<file path="src/rtl/intr_pkg.sv">
package intr_pkg;
   localparam int NSRC   = 7;
   localparam int N_CORE = 3;
   localparam int N_PERI = NSRC - N_CORE;

   localparam int SRC_PIN  = 0;
   localparam int SRC_PORT = 1;
   localparam int SRC_TMR0 = 2;
   localparam int SRC_ADC  = 3;

   localparam int CTL_GLB  = 0;
   localparam int CTL_GRP  = 1;
   localparam int CTL_RISE = 2;

   typedef enum logic [1:0] {
      SEL_CTRL = 2'd0,
      SEL_FLAG = 2'd1,
      SEL_EN   = 2'd2,
      SEL_NONE = 2'd3
   } reg_sel_e;

   typedef struct packed {
      logic rise;
      logic grp;
      logic glb;
   } ctrl_t;
endpackage

</file>
<file path="src/rtl/intr_edge_sync.sv">
module intr_edge_sync #(
   parameter int SYNC_STAGES = 2
) (
   input  logic       clk,
   input  logic       rst_n,
   input  logic       async_in,
   input  logic [1:0] edge_mask,
   output logic       pulse
);
   localparam int LAST = SYNC_STAGES - 1;

   logic [SYNC_STAGES-1:0] sh_q;
   logic                   prev_q;
   logic                   rise, fall;

   generate
      if (SYNC_STAGES < 2) begin : g_bad_depth
         $error("intr_edge_sync: SYNC_STAGES must be at least 2");
      end
   endgenerate

   always_ff @(posedge clk) begin
      if (!rst_n) begin
         sh_q   <= '0;
         prev_q <= 1'b0;
      end else begin
         sh_q   <= {sh_q[SYNC_STAGES-2:0], async_in};
         prev_q <= sh_q[LAST];
      end
   end

   assign rise  = sh_q[LAST] & ~prev_q;
   assign fall  = ~sh_q[LAST] & prev_q;
   assign pulse = (rise & edge_mask[0]) | (fall & edge_mask[1]);
endmodule

</file>
<file path="src/rtl/intr_flag_bank.sv">
module intr_flag_bank #(
   parameter int N = 7
) (
   input  logic         clk,
   input  logic         rst_n,
   input  logic [N-1:0] set_i,
   input  logic         wr_i,
   input  logic [N-1:0] wdata_i,
   output logic [N-1:0] flags_o
);
   logic [N-1:0] flg_q;

   generate
      for (genvar i = 0; i < N; i++) begin : g_bit
         always_ff @(posedge clk) begin
            if (!rst_n)
               flg_q[i] <= 1'b0;
            else if (set_i[i])
               flg_q[i] <= 1'b1;
            else if (wr_i)
               flg_q[i] <= wdata_i[i];
         end
      end
   endgenerate

   assign flags_o = flg_q;
endmodule

</file>
<file path="src/rtl/intr_gate.sv">
module intr_gate #(
   parameter int N      = 7,
   parameter int N_CORE = 3
) (
   input  logic [N-1:0] flags_i,
   input  logic [N-1:0] en_i,
   input  logic         grp_en_i,
   input  logic         glb_en_i,
   output logic         pend_o,
   output logic         req_o
);
   logic [N-1:0] live;

   generate
      if (N_CORE > N) begin : g_bad_split
         $error("intr_gate: N_CORE exceeds N");
      end
      for (genvar i = 0; i < N; i++) begin : g_src
         if (i < N_CORE) begin : g_core
            assign live[i] = flags_i[i] & en_i[i];
         end else begin : g_peri
            assign live[i] = flags_i[i] & en_i[i] & grp_en_i;
         end
      end
   endgenerate

   assign pend_o = |live;
   assign req_o  = pend_o & glb_en_i;
endmodule

</file>
<file path="src/rtl/intr_two_level.sv">
module intr_two_level
   import intr_pkg::*;
#(
   parameter int              DATA_W      = 8,
   parameter int              ADDR_W      = 2,
   parameter int              VEC_W       = 13,
   parameter logic [VEC_W-1:0] VEC_ADDR   = 'h4,
   parameter int              SYNC_STAGES = 2
) (
   input  logic              clk,
   input  logic              rst_n,
   input  logic              ext_pin,
   input  logic              port_chg,
   input  logic              evt_tmr0,
   input  logic [N_PERI-1:0] evt_periph,
   input  logic [ADDR_W-1:0] reg_addr,
   input  logic              reg_wr,
   input  logic [DATA_W-1:0] reg_wdata,
   output logic [DATA_W-1:0] reg_rdata,
   input  logic              irq_ack,
   input  logic              irq_reti,
   output logic              irq_req,
   output logic              wake,
   output logic              push_ret,
   output logic [VEC_W-1:0]  vec_addr
);
   generate
      if (DATA_W < NSRC) begin : g_bad_width
         $error("intr_two_level: DATA_W must hold all flag bits");
      end
      if (ADDR_W < 2) begin : g_bad_addr
         $error("intr_two_level: ADDR_W must be at least 2");
      end
      if (VEC_W < 3) begin : g_bad_vec
         $error("intr_two_level: VEC_W too narrow for the vector");
      end
   endgenerate

   ctrl_t         ctl_q;
   logic [NSRC-1:0] en_q;
   logic [NSRC-1:0] flags_q;
   logic [NSRC-1:0] set_vec;
   logic          take, take_q;
   logic          pin_pulse, port_pulse;
   logic          wr_ctrl, wr_flag, wr_en;
   reg_sel_e      sel;
   logic          glb_en_q;

   always_comb begin
      if (reg_addr > ADDR_W'(2)) sel = SEL_NONE;
      else                       sel = reg_sel_e'(reg_addr[1:0]);
   end

   assign wr_ctrl = reg_wr && (sel == SEL_CTRL);
   assign wr_flag = reg_wr && (sel == SEL_FLAG);
   assign wr_en   = reg_wr && (sel == SEL_EN);

   intr_edge_sync #(.SYNC_STAGES(SYNC_STAGES)) u_pin_sync (
      .clk       (clk),
      .rst_n     (rst_n),
      .async_in  (ext_pin),
      .edge_mask ({~ctl_q.rise, ctl_q.rise}),
      .pulse     (pin_pulse)
   );

   intr_edge_sync #(.SYNC_STAGES(SYNC_STAGES)) u_port_sync (
      .clk       (clk),
      .rst_n     (rst_n),
      .async_in  (port_chg),
      .edge_mask (2'b11),
      .pulse     (port_pulse)
   );

   assign set_vec = {evt_periph, evt_tmr0, port_pulse, pin_pulse};

   intr_flag_bank #(.N(NSRC)) u_flags (
      .clk     (clk),
      .rst_n   (rst_n),
      .set_i   (set_vec),
      .wr_i    (wr_flag),
      .wdata_i (reg_wdata[NSRC-1:0]),
      .flags_o (flags_q)
   );

   intr_gate #(.N(NSRC), .N_CORE(N_CORE)) u_gate (
      .flags_i  (flags_q),
      .en_i     (en_q),
      .grp_en_i (ctl_q.grp),
      .glb_en_i (ctl_q.glb),
      .pend_o   (wake),
      .req_o    (irq_req)
   );

   assign take = irq_ack & irq_req;

   always_ff @(posedge clk) begin
      if (!rst_n) begin
         ctl_q  <= '0;
         en_q   <= '0;
         take_q <= 1'b0;
      end else begin
         take_q <= take;
         if (take)
            ctl_q.glb <= 1'b0;
         else if (irq_reti)
            ctl_q.glb <= 1'b1;
         else if (wr_ctrl)
            ctl_q.glb <= reg_wdata[CTL_GLB];
         if (wr_ctrl) begin
            ctl_q.grp  <= reg_wdata[CTL_GRP];
            ctl_q.rise <= reg_wdata[CTL_RISE];
         end
         if (wr_en)
            en_q <= reg_wdata[NSRC-1:0];
      end
   end

   assign glb_en_q = ctl_q.glb;

   always_comb begin
      reg_rdata = '0;
      unique case (sel)
         SEL_CTRL: begin
            reg_rdata[CTL_GLB]  = ctl_q.glb;
            reg_rdata[CTL_GRP]  = ctl_q.grp;
            reg_rdata[CTL_RISE] = ctl_q.rise;
         end
         SEL_FLAG: reg_rdata[NSRC-1:0] = flags_q;
         SEL_EN:   reg_rdata[NSRC-1:0] = en_q;
         default:  reg_rdata = '0;
      endcase
   end

   assign push_ret = take_q;
   assign vec_addr = VEC_ADDR;
endmodule

</file>
<file path="config.mk">
export PLATFORM = sky130hd
export DESIGN_NAME = intr_two_level
export DESIGN_NICKNAME = d
export VERILOG_FILES = /design/src/rtl/intr_pkg.sv /design/src/rtl/intr_edge_sync.sv /design/src/rtl/intr_flag_bank.sv /design/src/rtl/intr_gate.sv /design/src/rtl/intr_two_level.sv
export SDC_FILE = /design/constraint.sdc
export NUM_CORES = 1
export LEC_CHECK = 0
export ABC_AREA = 0
export BUFFER_PORTS_ARGS = -buffer_cell sky130_fd_sc_hd__buf_2
export CAP_MARGIN = 20
export CORE_UTILIZATION = 43
export DETAILED_ROUTE_END_ITERATION = 8
export PLACE_DENSITY = 0.72
export SKIP_LAST_GASP = 1
export SLEW_MARGIN = 40
export SYNTH_ARGS = -nofsm -noshare
export SYNTH_HDL_FRONTEND = slang
export SYNTH_SLANG_ARGS = --single-unit
</file>
<file path="constraint.sdc">
create_clock -name clk -period 2 [get_ports clk]
set_input_delay 0.4 -clock clk [delete_from_list [all_inputs] [get_ports clk]]
set_output_delay 0.4 -clock clk [all_outputs]
set_load 0.005 [all_outputs]
</file>
-- After elaboration in Yosys (flattened, before gate mapping)
Index checks and enable logic that the tools add are counted.
- register bits after elaboration: 24
- bits in latches: 0
- RAM bits: 0
- memory bits (read-only): 0
- bits of input ports: 22
- logic and storage cells: 79
- memories: 0
- add/subtract/negate cells: 0
- multiply operators: 0
- div/mod/pow operators: 0
- order comparisons: 1
- equal/unequal tests: 2
- shift-type cells: 0
- mux-type cells: 19
- bitwise operators: 27
- reduce and logical (&&, ||, !) cells: 14
- operator list (cell ; count):
    AND 1 bit ; 19
    two-way mux 1 bit ; 16
    nonzero test 2 bit ; 8
    case mux 3 bit (3 select lines) ; 1
    case mux 4 bit (2 select lines) ; 1
    OR reduction 7 bit ; 1
    inverter 1 bit ; 6
    logical AND 1 bit ; 3
    == test 2 x 1 -> 1 bit, second input constant ; 1
    == test 2 bit, second input constant ; 1
    > comparator 2 bit, second input constant ; 1
    zero test 2 bit ; 1
    two-way mux 2 bit ; 1
    bitwise OR 1 bit ; 2
    OR reduction 2 bit ; 1

-- Depth between registers and ports, before layout
- word-level depth: 6
- mapped depth: 6

-- Modules after synthesis
From an unflattened synthesis, not the netlist that was laid out.
- cells, all modules: 136
- area, all modules: 1321.3 um^2
- by module, submodules not included (module ; times used ; cells an instance ; area an instance (um^2) ; sequential area each (um^2)):
    intr_two_level ; 1 ; 88 ; 755.7 ; 220.2
    intr_flag_bank ; 1 ; 22 ; 309.0 ; 140.1
    intr_edge_sync ; 2 ; 9 ; 100.1 ; 60.1
    intr_gate ; 1 ; 8 ; 56.3 ; 0.0

-- Least setup slack after synthesis
OpenSTA, ideal clock, no wires.
- kind: input-to-output
- start point: input port reg_addr[0]
- end point: output port reg_rdata[2]
- arrival time: 1189 ps
- required time: 1600 ps
- slack: 411 ps
- cell stages on the path: 5
- cells stage by stage: inv_1 > ha_1 > buf_2 > a222oi_1 > nor2_1
- cells in the longest elaborated chain, start to end: 4
- ends and longest elaborated chain (element ; line ; RTL):
    start, declared ; intr_two_level.sv:16 ; input logic [ADDR_W-1:0] reg_addr,
    > comparator 2 bit ; intr_two_level.sv:50 ; if (reg_addr > ADDR_W'(2)) sel = SEL_NONE;
    two-way mux 2 bit * ; intr_two_level.sv:50 ;
    == test 2 bit (tied with other cells) ; intr_two_level.sv:122 ; unique case (sel)
    case mux 3 bit (3 select lines) * ; intr_two_level.sv:122 ;
    end, declared ; intr_two_level.sv:19 ; output logic [DATA_W-1:0] reg_rdata,
Mark *: on every way between the ends. The rest lies on a longest branch, timed or not.

-- Worst setup path in the final report
- start point: input port reg_addr[1]
- end point: output port reg_rdata[0]
Same word-level chain as after synthesis.

==> results by group <==
Placed design
  – Port Buf Inserts: 30
  – Routability cong.: 0.802
  – DP HPWL: 2010 um
  – Area after DPL: 1280 um^2
  – Placed insts: 190
  – DP Worst Slack: 0.0646 ns

Floorplan
  – Die H: 54.4 um
  – Width of the die: 54.4 um
  – Top Ports: 46
  – FP Rows: 18
  – Initial Utilization: 0.464
  – CORE AREA: 2540 um^2
  – Die ar.: 2960 um^2

GRT
  – Initial antenna violation count: 0
  – Pin count of the biggest net entering global routing: 19
  – GRT Total Usage: 0.203
  – Number of global-route vias before repair: 997
  – GRT Residual Overflow: 0
  – First-pass GRT wire length: 4250 um

Worst setup path
  – Data arrival time of the critical path: 1.50 ns
  – RR Endpoint: glb_en_q
  – Crit path top cell by count: buf_2
  – Slowest stage cell, crit path: a222oi_1
  – Worst reg-to-reg setup slack: 0.82 ns
  – Worst path top cell family by delay: compound AO/OA/AOI/OAI gates
  – Max stage delay on crit path: 0.38 ns
  – CP bufs+invs: 3
  – R2R depth: 4
  – CP Launch Type: primary input
  – Crit Path Class: primary input to primary output
  – Crit. End Element: primary output
  – Worst Path Max Fanout: 13
  – WP data required: 1.60 ns
  – Critical-path cell list: buf_2 -> inv_1 -> ha_1 -> a222oi_1 -> nor2_1 -> buf_2
  – FF-to-FF Start: en_q[1]

Power
  – Combinational share of power: 0.147
  – Sw Share: 0.259
  – Int Pwr: 625 uW
  – Lkg Pwr: 0.608 nW
  – Power per cell area: 638 nW/um^2
  – Psw: 219 uW
  – Peak VDD IR: 407 uV
  – Part of the power in registers: 0.615
  – Clk network pwr share: 0.238

Clock network
  – CTS Buffer Depth: 2
  – Clock transition at the registers of the reported paths: 0.12 ns
  – Clk Latency, worst-skew pair: 0.30 ns
  – Hold buffers post-CTS: 0
  – Clock root cell: clkbuf_4
  – CTS buffer count: 3
  – CTS tree: yes
  – H-tree lvl count: 1
  – Clock net sink count: 24

Timing
  – Final worst slack: 0.105 ns
  – Fmax: 528 MHz
  – Min Tclk post-route: 1.90 ns
  – Final slew viol count: 0
  – Final setup vio count: 0
  – Final Hold Fails: 0
  – Final Skew: 0.00374 ns
  – Period utilization: 0.948
  – Unrepaired setup endpoints after global routing: no
  – Setup tns final: 0 ns

Routing
  – Via count: 1,104
  – Via/cell ratio: 5.66
  – DRC: 0
  – Final WL: 2820 um
  – Detail Route Antenna Nets: 0
  – First-pass detailed-route iteration total: 5
  – 1st-iter DRT viols: 70
  – Routed length per instance: 14.4 um

Cells and area
  – # fillers: 256
  – Area grow syn2layout: 12.2%
  – Final standard cell area without fillers: 1320 um^2
  – Layout Cells excl Fill: 195
  – Nets: 193
  – Share of cells above drive strength 1: 0.218
  – Inserted Diodes: 0

Logic synthesis
  – Synth warn: 0
  – Area share of the largest cell type after synthesis: 0.407
  – Gate Count Post-Synth: 137
  – Synth Area per Inst: 8.61 um^2
  – Synthesized flop and latch total: 24
  – Post-synth top area cell: dfxtp_1
  – EDFF count, synth: 0
  – Register area share after synthesis: 0.407
  – Post-Syn Area: 1180 um^2
  – Synth unique cells: 28
  – Top cells by area, synth: dfxtp_1, buf_4, nand2_1
  – Most common flop cell mapped by yosys: dfxtp_1
  – Post-synth ARST share: 0

Worst hold path
  – Hold path endpoint: u_pin_sync.sh_q[0]
  – Hold path depth: 2
  – Hold path start: ext_pin
  – Hold crit path type: primary input to flip-flop

Outcome
  – Status: finished, final reports clean

Job
  – Max cap viols: 0
metrics by stage:
stage	util	hold slack, ns	total power [mW]
floorplan	-	0.412	0.619
global placement	0.504	0.421	0.642
detailed placement	0.504	0.425	0.648
CTS	0.519	0.279	0.852
global route	0.520	0.272	0.896
finish	0.520	0.288	0.844
flip-flops by register name (all words and copies together), names as in the netlist:
name                count
ctl_q                   2
en_q                    7
glb_en_q                1
push_ret                1
u_flags.flags_o         7
u_pin_sync.prev_q       1
u_pin_sync.sh_q         2
u_port_sync.prev_q      1
u_port_sync.sh_q        2
cell type report:
class	instances	area, um^2	area share
sequential	24	480	0.363
tap	30	37.5	0.0284
timing repair buffer	32	165	0.125
clock buffer	3	22.5	0.0170
inverter	3	11.3	0.00851
multi-input combinational	103	607	0.458
cell usage after synthesis (all sizes together), types with 2 or more instances:
cell type  instances
mux2i              2
nand2             15
a211oi             6
nand3              9
a222oi             4
nor2b              4
and3               6
and2               6
conb               2
dfxtp             24
a21oi             10
a22oi              4
ha                 4
inv                2
nor2               9
buf               18
a22o               2
layer usage:
layer,GRT usage,vias up,share of wire
met5,0,-,0
met4,0.0641,0,0.0067
met3,0.0333,4,0.066
met2,0.398,65,0.51
met1,0.215,523,0.42
li1,-,512,-
worst max-delay path by stage:
stage,startpoint,to,slack (ns),cells past startpoint
after CTS,u_flags.flags_o[5],irq_req,0.05,4
after global routing,u_flags.flags_o[5],irq_req,0.02,4
after global placement,reg_addr[0],reg_rdata[2],0.12,6
after floorplan,reg_addr[0],reg_rdata[2],0.41,5
final,reg_addr[1],reg_rdata[0],0.10,6
after detailed placement,reg_addr[0],reg_rdata[2],0.06,6
logic make-up after synthesis:
group           after synthesis  share of synthesized area
compound gates               32                      0.195
xor+xnor                      1                    0.00742
fa+ha+maj                     4                     0.0424
buf+inv                      22                      0.119
flops                        24                      0.407
mux                           2                     0.0170
other cells                   2                    0.00637
simple gates                 50                      0.206
power by group through the flow:
stage          registers [mW]  logic [mW]  clock network [mW]
2_1_floorplan           0.524      0.0945                   0
3_3_place_gp            0.528       0.114                   0
3_5_place_dp            0.529       0.119                   0
4_1_cts                 0.519       0.121               0.212
5_1_grt                 0.522       0.139               0.234
6_report                0.519       0.124               0.201
cells in the final DEF, fill, tap and decap left out, drive strengths merged, types with 6 or more instances in the layout:
cell,n
a211oi,6
a21oi,10
and2,6
and3,6
buf,32
conb,14
dfxtp,24
nand2,15
nand3,9
nor2,9
timing repair:
action | in CTS | in global routing
setup endpoints to repair | 1 | 9
pin swaps | 1 | 0
gates resized for setup | 0 | 2
setup buffers | 2 | 0
Note: power is estimated with default switching activity, not from simulation.
